`config.mk`:
```
export PLATFORM = sky130hd
export DESIGN_NAME = l1_line_coh_ctrl
export DESIGN_NICKNAME = d
export VERILOG_FILES = /design/src/rtl/coh_line_pkg.sv /design/src/rtl/coh_ack_tracker.sv /design/src/rtl/coh_perm_map.sv /design/src/rtl/coh_line_next.sv /design/src/rtl/l1_line_coh_ctrl.sv
export SDC_FILE = /design/constraint.sdc
export NUM_CORES = 1
export LEC_CHECK = 0
export ABC_AREA = 1
export BUFFER_PORTS_ARGS = -buffer_cell sky130_fd_sc_hd__buf_2
export CORE_ASPECT_RATIO = 1.75
export CORE_UTILIZATION = 45
export CTS_BUF_LIST = sky130_fd_sc_hd__clkbuf_4
export CTS_CLUSTER_SIZE = 10
export DETAILED_ROUTE_END_ITERATION = 16
export GPL_TIMING_DRIVEN = 0
export PLACE_DENSITY = 0.75
export SETUP_SLACK_MARGIN = 0.05
export SYNTH_ARGS = -nofsm -noshare
export SYNTH_HDL_FRONTEND = slang
export SYNTH_SLANG_ARGS = --single-unit
```
`constraint.sdc`:
```
create_clock -name clk -period 2.8 [get_ports clk]
set_clock_uncertainty 0.2 [all_clocks]
set_input_delay 0.14 -clock clk [delete_from_list [all_inputs] [get_ports clk]]
set_output_delay 0.14 -clock clk [all_outputs]
set_load 0.03 [all_outputs]
```
`src/rtl/coh_line_pkg.sv`:
```
// Package: shared types for the L1 line coherence controller.
// Assumes a 4-bit event code and a 4-bit state code visible at the ports.
package coh_line_pkg;

    typedef enum logic [3:0] {
        ST_ABSENT      = 4'd0,
        ST_INV         = 4'd1,
        ST_SHR         = 4'd2,
        ST_EXC         = 4'd3,
        ST_MOD         = 4'd4,
        ST_WAIT_S      = 4'd5,
        ST_WAIT_M      = 4'd6,
        ST_UPG         = 4'd7,
        ST_WAIT_S_KILL = 4'd8,
        ST_WB_MOD      = 4'd9,
        ST_WB_EXC      = 4'd10,
        ST_DRAIN       = 4'd11
    } line_st_e;

    typedef enum logic [3:0] {
        EV_LOAD      = 4'd0,
        EV_FETCH     = 4'd1,
        EV_STORE     = 4'd2,
        EV_EVICT     = 4'd3,
        EV_INVAL     = 4'd4,
        EV_FWD_EXCL  = 4'd5,
        EV_FWD_RD    = 4'd6,
        EV_FWD_FETCH = 4'd7,
        EV_DATA      = 4'd8,
        EV_DATA_EXCL = 4'd9,
        EV_ACK       = 4'd10,
        EV_WB_ACK    = 4'd11
    } evt_e;

    typedef enum logic [1:0] {
        PM_NONE = 2'd0,
        PM_RD   = 2'd1,
        PM_RW   = 2'd2,
        PM_BUSY = 2'd3
    } perm_e;

    // strobe bit positions inside the strobe vector
    localparam int NSTRB   = 13;
    localparam int SB_GETS = 12;
    localparam int SB_GETI = 11;
    localparam int SB_GETX = 10;
    localparam int SB_UPG  = 9;
    localparam int SB_PUTX = 8;
    localparam int SB_DREQ = 7;
    localparam int SB_DL2  = 6;
    localparam int SB_IACK = 5;
    localparam int SB_UNB  = 4;
    localparam int SB_XUNB = 3;
    localparam int SB_LHIT = 2;
    localparam int SB_SHIT = 1;
    localparam int SB_RCY  = 0;

    typedef struct packed {
        logic [NSTRB-1:0] strb;
        logic             err;
        logic             clr_cnt;
        logic             upd_cnt;
    } step_t;

endpackage

```
`src/rtl/coh_ack_tracker.sv`:
```
// Module: signed count of invalidation acks still owed for an open miss.
// Assumes clr and upd are already qualified by an accepted event.
module coh_ack_tracker #(
    parameter int CNT_W = 6
) (
    input  logic                    clk,
    input  logic                    rst_n,
    input  logic                    clr,
    input  logic                    upd,
    input  logic signed [CNT_W-1:0] cnt,
    output logic                    settle
);
    logic signed [CNT_W-1:0] owed_q;
    logic signed [CNT_W-1:0] owed_d;

    // remainder after subtracting the incoming amount
    always_comb begin
        owed_d = owed_q - cnt;
        settle = (owed_d == '0);
    end

    // hold the remainder between events
    always_ff @(posedge clk) begin
        if (!rst_n)   owed_q <= '0;
        else if (clr) owed_q <= '0;
        else if (upd) owed_q <= owed_d;
    end

    p_clear_zero_r10: assert property (@(posedge clk) disable iff (!rst_n)
        clr |=> (owed_q == '0));

endmodule

```
`src/rtl/coh_perm_map.sv`:
```
// Module: maps a line state to its access permission code.
// Assumes every state not stable is a busy transient.
module coh_perm_map
    import coh_line_pkg::*;
(
    input  line_st_e st,
    output perm_e    perm
);
    // decode permission from state
    always_comb begin
        case (st)
            ST_ABSENT, ST_INV: perm = PM_NONE;
            ST_SHR, ST_EXC:    perm = PM_RD;
            ST_MOD:            perm = PM_RW;
            default:           perm = PM_BUSY;
        endcase
    end
endmodule

```
`src/rtl/coh_line_next.sv`:
```
// Module: transition table of the line; combinational next state and actions.
// Assumes the caller applies the result only when an event is accepted.
module coh_line_next
    import coh_line_pkg::*;
(
    input  line_st_e   st,
    input  logic [3:0] kind,
    input  logic       from_l1,
    input  logic       settle,
    output line_st_e   nxt,
    output step_t      act
);
    evt_e ev;
    logic bad;
    logic proc_ev;

    // decode the event and pick the transition
    always_comb begin
        ev      = evt_e'(kind);
        proc_ev = (ev == EV_LOAD) || (ev == EV_FETCH) ||
                  (ev == EV_STORE) || (ev == EV_EVICT);
        act     = '0;
        nxt     = st;
        bad     = 1'b0;
        case (st)
            ST_ABSENT, ST_INV: begin
                case (ev)
                    EV_LOAD:  begin act.strb[SB_GETS] = 1'b1; act.clr_cnt = 1'b1; nxt = ST_WAIT_S; end
                    EV_FETCH: begin act.strb[SB_GETI] = 1'b1; act.clr_cnt = 1'b1; nxt = ST_WAIT_S; end
                    EV_STORE: begin act.strb[SB_GETX] = 1'b1; act.clr_cnt = 1'b1; nxt = ST_WAIT_M; end
                    EV_EVICT: nxt = ST_ABSENT;
                    EV_INVAL: act.strb[SB_IACK] = 1'b1;
                    default:  bad = 1'b1;
                endcase
            end
            ST_SHR: begin
                case (ev)
                    EV_LOAD, EV_FETCH: act.strb[SB_LHIT] = 1'b1;
                    EV_STORE: begin act.strb[SB_UPG] = 1'b1; act.clr_cnt = 1'b1; nxt = ST_UPG; end
                    EV_EVICT: nxt = ST_INV;
                    EV_INVAL: begin act.strb[SB_IACK] = 1'b1; nxt = ST_INV; end
                    default:  bad = 1'b1;
                endcase
            end
            ST_EXC, ST_MOD: begin
                case (ev)
                    EV_LOAD, EV_FETCH: act.strb[SB_LHIT] = 1'b1;
                    EV_STORE: begin act.strb[SB_SHIT] = 1'b1; nxt = ST_MOD; end
                    EV_EVICT: begin
                        act.strb[SB_PUTX] = 1'b1;
                        nxt = (st == ST_MOD) ? ST_WB_MOD : ST_WB_EXC;
                    end
                    EV_INVAL: begin
                        if (st == ST_MOD) act.strb[SB_DL2]  = 1'b1;
                        else              act.strb[SB_IACK] = 1'b1;
                        nxt = ST_INV;
                    end
                    EV_FWD_EXCL: begin act.strb[SB_DREQ] = 1'b1; nxt = ST_INV; end
                    EV_FWD_RD, EV_FWD_FETCH: begin
                        act.strb[SB_DREQ] = 1'b1;
                        act.strb[SB_DL2]  = 1'b1;
                        nxt = ST_SHR;
                    end
                    default: bad = 1'b1;
                endcase
            end
            ST_WAIT_S, ST_WAIT_S_KILL: begin
                if (proc_ev) act.strb[SB_RCY] = 1'b1;
                else begin
                    case (ev)
                        EV_INVAL: begin act.strb[SB_IACK] = 1'b1; nxt = ST_WAIT_S_KILL; end
                        EV_DATA: begin
                            if (from_l1 || settle) begin
                                act.strb[SB_LHIT] = 1'b1;
                                act.strb[SB_UNB]  = from_l1;
                                act.upd_cnt       = 1'b1;
                                nxt = (st == ST_WAIT_S) ? ST_SHR : ST_INV;
                            end else bad = 1'b1;
                        end
                        EV_DATA_EXCL: begin
                            act.strb[SB_LHIT] = 1'b1;
                            act.strb[SB_XUNB] = 1'b1;
                            nxt = ST_EXC;
                        end
                        default: bad = 1'b1;
                    endcase
                end
            end
            ST_WAIT_M, ST_UPG: begin
                if (proc_ev) act.strb[SB_RCY] = 1'b1;
                else begin
                    case (ev)
                        EV_INVAL: begin act.strb[SB_IACK] = 1'b1; nxt = ST_WAIT_M; end
                        EV_DATA: begin
                            if (st != ST_WAIT_M) bad = 1'b1;
                            else begin
                                act.upd_cnt = 1'b1;
                                if (settle) begin
                                    act.strb[SB_SHIT] = 1'b1;
                                    act.strb[SB_XUNB] = 1'b1;
                                    nxt = ST_MOD;
                                end else nxt = ST_UPG;
                            end
                        end
                        EV_ACK: begin
                            if (settle && st == ST_WAIT_M) bad = 1'b1;
                            else begin
                                act.upd_cnt = 1'b1;
                                if (settle) begin
                                    act.strb[SB_SHIT] = 1'b1;
                                    act.strb[SB_XUNB] = 1'b1;
                                    nxt = ST_MOD;
                                end
                            end
                        end
                        default: bad = 1'b1;
                    endcase
                end
            end
            ST_WB_MOD, ST_WB_EXC: begin
                if (proc_ev) act.strb[SB_RCY] = 1'b1;
                else begin
                    case (ev)
                        EV_INVAL: begin
                            if (st == ST_WB_MOD) act.strb[SB_DL2]  = 1'b1;
                            else                 act.strb[SB_IACK] = 1'b1;
                            nxt = ST_DRAIN;
                        end
                        EV_FWD_EXCL: begin act.strb[SB_DREQ] = 1'b1; nxt = ST_DRAIN; end
                        EV_FWD_RD, EV_FWD_FETCH: begin
                            act.strb[SB_DREQ] = 1'b1;
                            act.strb[SB_DL2]  = 1'b1;
                            nxt = ST_DRAIN;
                        end
                        EV_WB_ACK: nxt = ST_INV;
                        default:   bad = 1'b1;
                    endcase
                end
            end
            ST_DRAIN: begin
                if (proc_ev) act.strb[SB_RCY] = 1'b1;
                else begin
                    case (ev)
                        EV_INVAL:  act.strb[SB_IACK] = 1'b1;
                        EV_WB_ACK: nxt = ST_INV;
                        default:   bad = 1'b1;
                    endcase
                end
            end
            default: bad = 1'b1;
        endcase
        if (bad) begin
            act     = '0;
            act.err = 1'b1;
            nxt     = st;
        end
    end
endmodule

```
`src/rtl/l1_line_coh_ctrl.sv`:
```
// Module: top of the per-line coherence controller; registers state, strobes
// and the sticky error. Assumes at most one event per clock, held for one cycle.
module l1_line_coh_ctrl
    import coh_line_pkg::*;
#(
    parameter int CNT_W = 6
) (
    input  logic                    clk,
    input  logic                    rst_n,
    input  logic                    evt_valid,
    input  logic [3:0]              evt_kind,
    input  logic                    evt_from_l1,
    input  logic signed [CNT_W-1:0] evt_cnt,
    output logic [3:0]              line_state,
    output logic [1:0]              line_perm,
    output logic                    req_gets,
    output logic                    req_geti,
    output logic                    req_getx,
    output logic                    req_upgrade,
    output logic                    req_putx,
    output logic                    rsp_data_req,
    output logic                    rsp_data_l2,
    output logic                    rsp_inv_ack,
    output logic                    unblk_shared,
    output logic                    unblk_excl,
    output logic                    load_hit,
    output logic                    store_hit,
    output logic                    recycle,
    output logic                    proto_err
);
    line_st_e         st_q;
    line_st_e         st_d;
    step_t            act_c;
    logic             settle;
    logic [NSTRB-1:0] strb_q;
    logic             err_q;
    perm_e            perm;

    coh_ack_tracker #(.CNT_W(CNT_W)) u_acks (
        .clk    (clk),
        .rst_n  (rst_n),
        .clr    (evt_valid & act_c.clr_cnt),
        .upd    (evt_valid & act_c.upd_cnt),
        .cnt    (evt_cnt),
        .settle (settle)
    );

    coh_line_next u_next (
        .st      (st_q),
        .kind    (evt_kind),
        .from_l1 (evt_from_l1),
        .settle  (settle),
        .nxt     (st_d),
        .act     (act_c)
    );

    coh_perm_map u_perm (
        .st   (st_q),
        .perm (perm)
    );

    // state, strobe and error registers
    always_ff @(posedge clk) begin
        if (!rst_n) begin
            st_q   <= ST_ABSENT;
            strb_q <= '0;
            err_q  <= 1'b0;
        end else if (evt_valid) begin
            st_q   <= st_d;
            strb_q <= act_c.strb;
            err_q  <= err_q | act_c.err;
        end else begin
            strb_q <= '0;
        end
    end

    // port mapping
    always_comb begin
        line_state   = st_q;
        line_perm    = perm;
        req_gets     = strb_q[SB_GETS];
        req_geti     = strb_q[SB_GETI];
        req_getx     = strb_q[SB_GETX];
        req_upgrade  = strb_q[SB_UPG];
        req_putx     = strb_q[SB_PUTX];
        rsp_data_req = strb_q[SB_DREQ];
        rsp_data_l2  = strb_q[SB_DL2];
        rsp_inv_ack  = strb_q[SB_IACK];
        unblk_shared = strb_q[SB_UNB];
        unblk_excl   = strb_q[SB_XUNB];
        load_hit     = strb_q[SB_LHIT];
        store_hit    = strb_q[SB_SHIT];
        recycle      = strb_q[SB_RCY];
        proto_err    = err_q;
    end

    p_one_request_r3: assert property (@(posedge clk) disable iff (!rst_n)
        $onehot0({req_gets, req_geti, req_getx, req_upgrade, req_putx}));

    p_putx_target_r6: assert property (@(posedge clk) disable iff (!rst_n)
        req_putx |-> (line_state == ST_WB_MOD || line_state == ST_WB_EXC));

    p_xunblock_target_r10: assert property (@(posedge clk) disable iff (!rst_n)
        unblk_excl |-> (line_state == ST_EXC || line_state == ST_MOD));

    p_store_hit_rw_r2: assert property (@(posedge clk) disable iff (!rst_n)
        store_hit |-> (line_perm == PM_RW));

    p_recycle_hold_r8: assert property (@(posedge clk) disable iff (!rst_n)
        recycle |-> (line_state == $past(line_state)) &&
                    ($countones(strb_q) == 1));

    p_err_sticky_r12: assert property (@(posedge clk) disable iff (!rst_n)
        proto_err |=> proto_err);

    p_err_freeze_r12: assert property (@(posedge clk) disable iff (!rst_n)
        $rose(proto_err) |-> (line_state == $past(line_state)) && (strb_q == '0));

    p_idle_quiet_r13: assert property (@(posedge clk) disable iff (!rst_n)
        !evt_valid |=> (strb_q == '0));

endmodule

```
==> results_dict.tcl <==
set metrics [dict create \
    outcome "finished, final reports clean" \
    yosysSeqAreaShare_pct 25.0 \
    rows 31 \
    io_buffers 32 \
    ys_types 32 \
    grt_overflow_total 0 \
    synthAdderAreaFrac_pct 4.29 \
    relSlewSlack_pct 67.9 \
    hold_viol_final 0 \
    n_antenna_cell 0 \
    rsz0062_at_grt "true" \
    slowest_delay_ns 0.54 \
    syn_area_per_cell_um2 6.15 \
    ir_drop_v 0.000789 \
    synth_xor_area_share_pct 0.455 \
    grt_pass1_wl_mm 8.42 \
    ys_warn_count 0 \
    start_util_pct 46.8 \
    max_freq_ghz 0.381 \
    num_vias 2087 \
    numCtsBuffers 3 \
    async_reset_ff_share_pct 0 \
    muxShareOfSynthArea_pct 0 \
    htreeDepth 1 \
    drt-total-wl_mm 5.41 \
    worstSetupEndpointType "flop" \
    placed_cell_area_um2 2150 \
    place.gp.congestion 0.900 \
    synth_ff_type "dfxtp_1" \
    ys_top_cells_by_area "dfxtp_1 25%, nand2_1 16%, nor2_1 8.2%, inv_1 7.8%, nand3_1 6.0%" \
    crit_family "simple AND/OR/NAND/NOR gates" \
    cp.required_ns 2.88 \
    p_leak_nw 1.19 \
    area_growth_pct 20.7 \
    synth_top_cell_by_area "dfxtp_1" \
    yosys-top-cells-count "81 x nand2_1, 42 x nor2_1, 40 x inv_1" \
    fin_crit_ns 2.62 \
    ys_seq_elements 24 \
    synth_edf_count 0 \
    fin_nets 378 \
    tns_ns 0 \
    cp_max_fo 5 \
    synth_top_area_share_pct 25.0 \
    finalPower_mw 1.87 \
    die_y_um 88.5 \
    drtPass1Iterations 4 \
    drc_errors 0 \
    cts_root_buf "clkbuf_4" \
    syn_inst 313 \
    clockBufferDepth 2 \
    final_cell_area_um2 2320 \
    pin_count 34 \
    dpl.hpwl_mm 4.37 \
    cts.reportedPaths.clkPinSlew_ns 0.14 \
    timing.final.ws_setup_ns 0.176 \
    grt_pass1_vias 1934 \
    stdcell_count 406 \
    synthSimpleGateAreaFrac_pct 51.0 \
    synth_top_family_by_area "simple AND/OR/NAND/NOR gates" \
    die_area_um2 4560 \
    drt_iter0_drc 55 \
    insertion_delay_ns 0.33 \
    cp.buffers_inverters 2 \
    dpl_worst_slack_ns 0.131 \
    antenna_found_initial 0 \
    start_kind "flop" \
    grt_max_degree 15 \
    wl_per_cell_um 13.3 \
    maxCapViolations 0 \
    hp-class "in2reg" \
    setup_violations 0 \
    slew_violations 0 \
    dp_cells 394 \
    layout-drive-gt1-share_pct 25.8 \
    synth.net_count 333 \
    worstMarginPinSlew_ns 0.482 \
    crit_type "reg2reg" \
    crit_arrival_ns 2.70 \
    grt_usage_pct 24.7 \
    ant_nets 0 \
    crit_path_cell_trace "inv_1, ha_2, fa_1, nand2_1, nor2_2, nand3_2, nor2_4, nand2_4, nand2_2, nand2_2, nand2_4, nand4_4, clkbuf_16, nor3_2" \
    vias_per_cell 5.14 \
    cts_tree "built" \
    core_area_um2 4110 \
    power_density_nw_per_um2 805 \
    synth.most_common_cell "nand2_1" \
    die_x_um 51.5 \
    synth_compound_area_share_pct 7.93 \
    syn_area_um2 1930 \
    clock-sinks 24 \
    slowest_stage "fa_1" \
    min_period_over_period_pct 93.7 \
]
-- worst min-delay path: stages --
cell and delay, ns:
buf_2 0.08, ha_2 0.17, nand3_1 0.07, nand2_1 0.06, nor2_1 0.04
-- routing by layer --
layer  up-vias  global-route usage (%)  routed length, µm
met5         -                       0                  0
met4         0                    12.3                189
met3        15                    1.72                161
met2        50                    50.3               3030
met1       948                    23.6               2030
li1       1074                       -                  -
-- kinds of logic (layout without fill, tap and decap cells) --
kind of cell / after synthesis / count (layout)
AND/OR/NAND/NOR: 198 / 198
buffers and inverters: 56 / 100
AO/OA/AOI/OAI: 28 / 28
flip-flops: 24 / 24
adder cells (fa/ha/maj): 6 / 6
XOR/XNOR: 1 / 1
-- layout make-up --
class | instances | area (µm²)
fillers | 435 | 1790
flip-flops and latches | 24 | 482
plain buffers | 3 | 23.8
clock buffers | 3 | 22.5
repair buffers | 40 | 253
clock inverters | 1 | 30.0
well taps | 49 | 61.3
inverters | 53 | 199
multi-input cells | 233 | 1250
-- path summary, 6_finish.rpt --
kind	slack [ns]	from	endpoint	depth (start not counted)
setup / recovery	0.18	u_acks.owed_q[0]	strb_q[0]	14
hold / removal	0.04	evt_cnt[0]	u_acks.owed_q[0]	5
setup reg to reg	0.18	u_acks.owed_q[0]	strb_q[0]	14
hold reg to reg	0.26	proto_err	proto_err	2
-- cells in the final DEF, fill, tap and decap left out, types with 5 or more instances in the layout --
cell,Yosys,final
dlygate4sd3_1,0,6
nor2_1,42,42
dfxtp_1,24,23
nand3_1,23,22
nand2_1,81,81
inv_1,40,40
nor3_1,7,7
nor2_4,5,5
nand2_2,10,8
o21ai_0,5,5
buf_2,1,33
nor2_2,8,8
a21oi_1,15,15
nand3_2,7,8
inv_2,12,12
-- metrics by stage --
stage,hold WS (ns),util (%)
after global routing,0.127,56.5
after floorplan,0.0604,-
after detailed placement,0.207,52.2
final,0.0364,56.5
after CTS,0.0342,55.0
after global placement,0.208,52.2
-- power by group --
part / internal, mW / switching, mW / total [mW] / leakage [nW]
Clock: 0.145 / 0.116 / 0.261 / 0.0279
Combinational: 0.361 / 0.815 / 1.18 / 0.964
Sequential: 0.377 / 0.0568 / 0.434 / 0.195
-- registers in the layout (all words and copies together) (netlist names) --
name and cells:
proto_err 1, u_acks.owed_q 6, line_state 4, strb_q 13
-- what timing repair did --
item | 4_1_cts | 5_1_grt
hold endpoints to repair | 9 | 0
gates resized for setup | 0 | 7
buffers inserted | 0 | 1
hold buffers | 6 | 0
endpoints found under the setup margin | 0 | 16
Power figures use the tool's default switching activity.
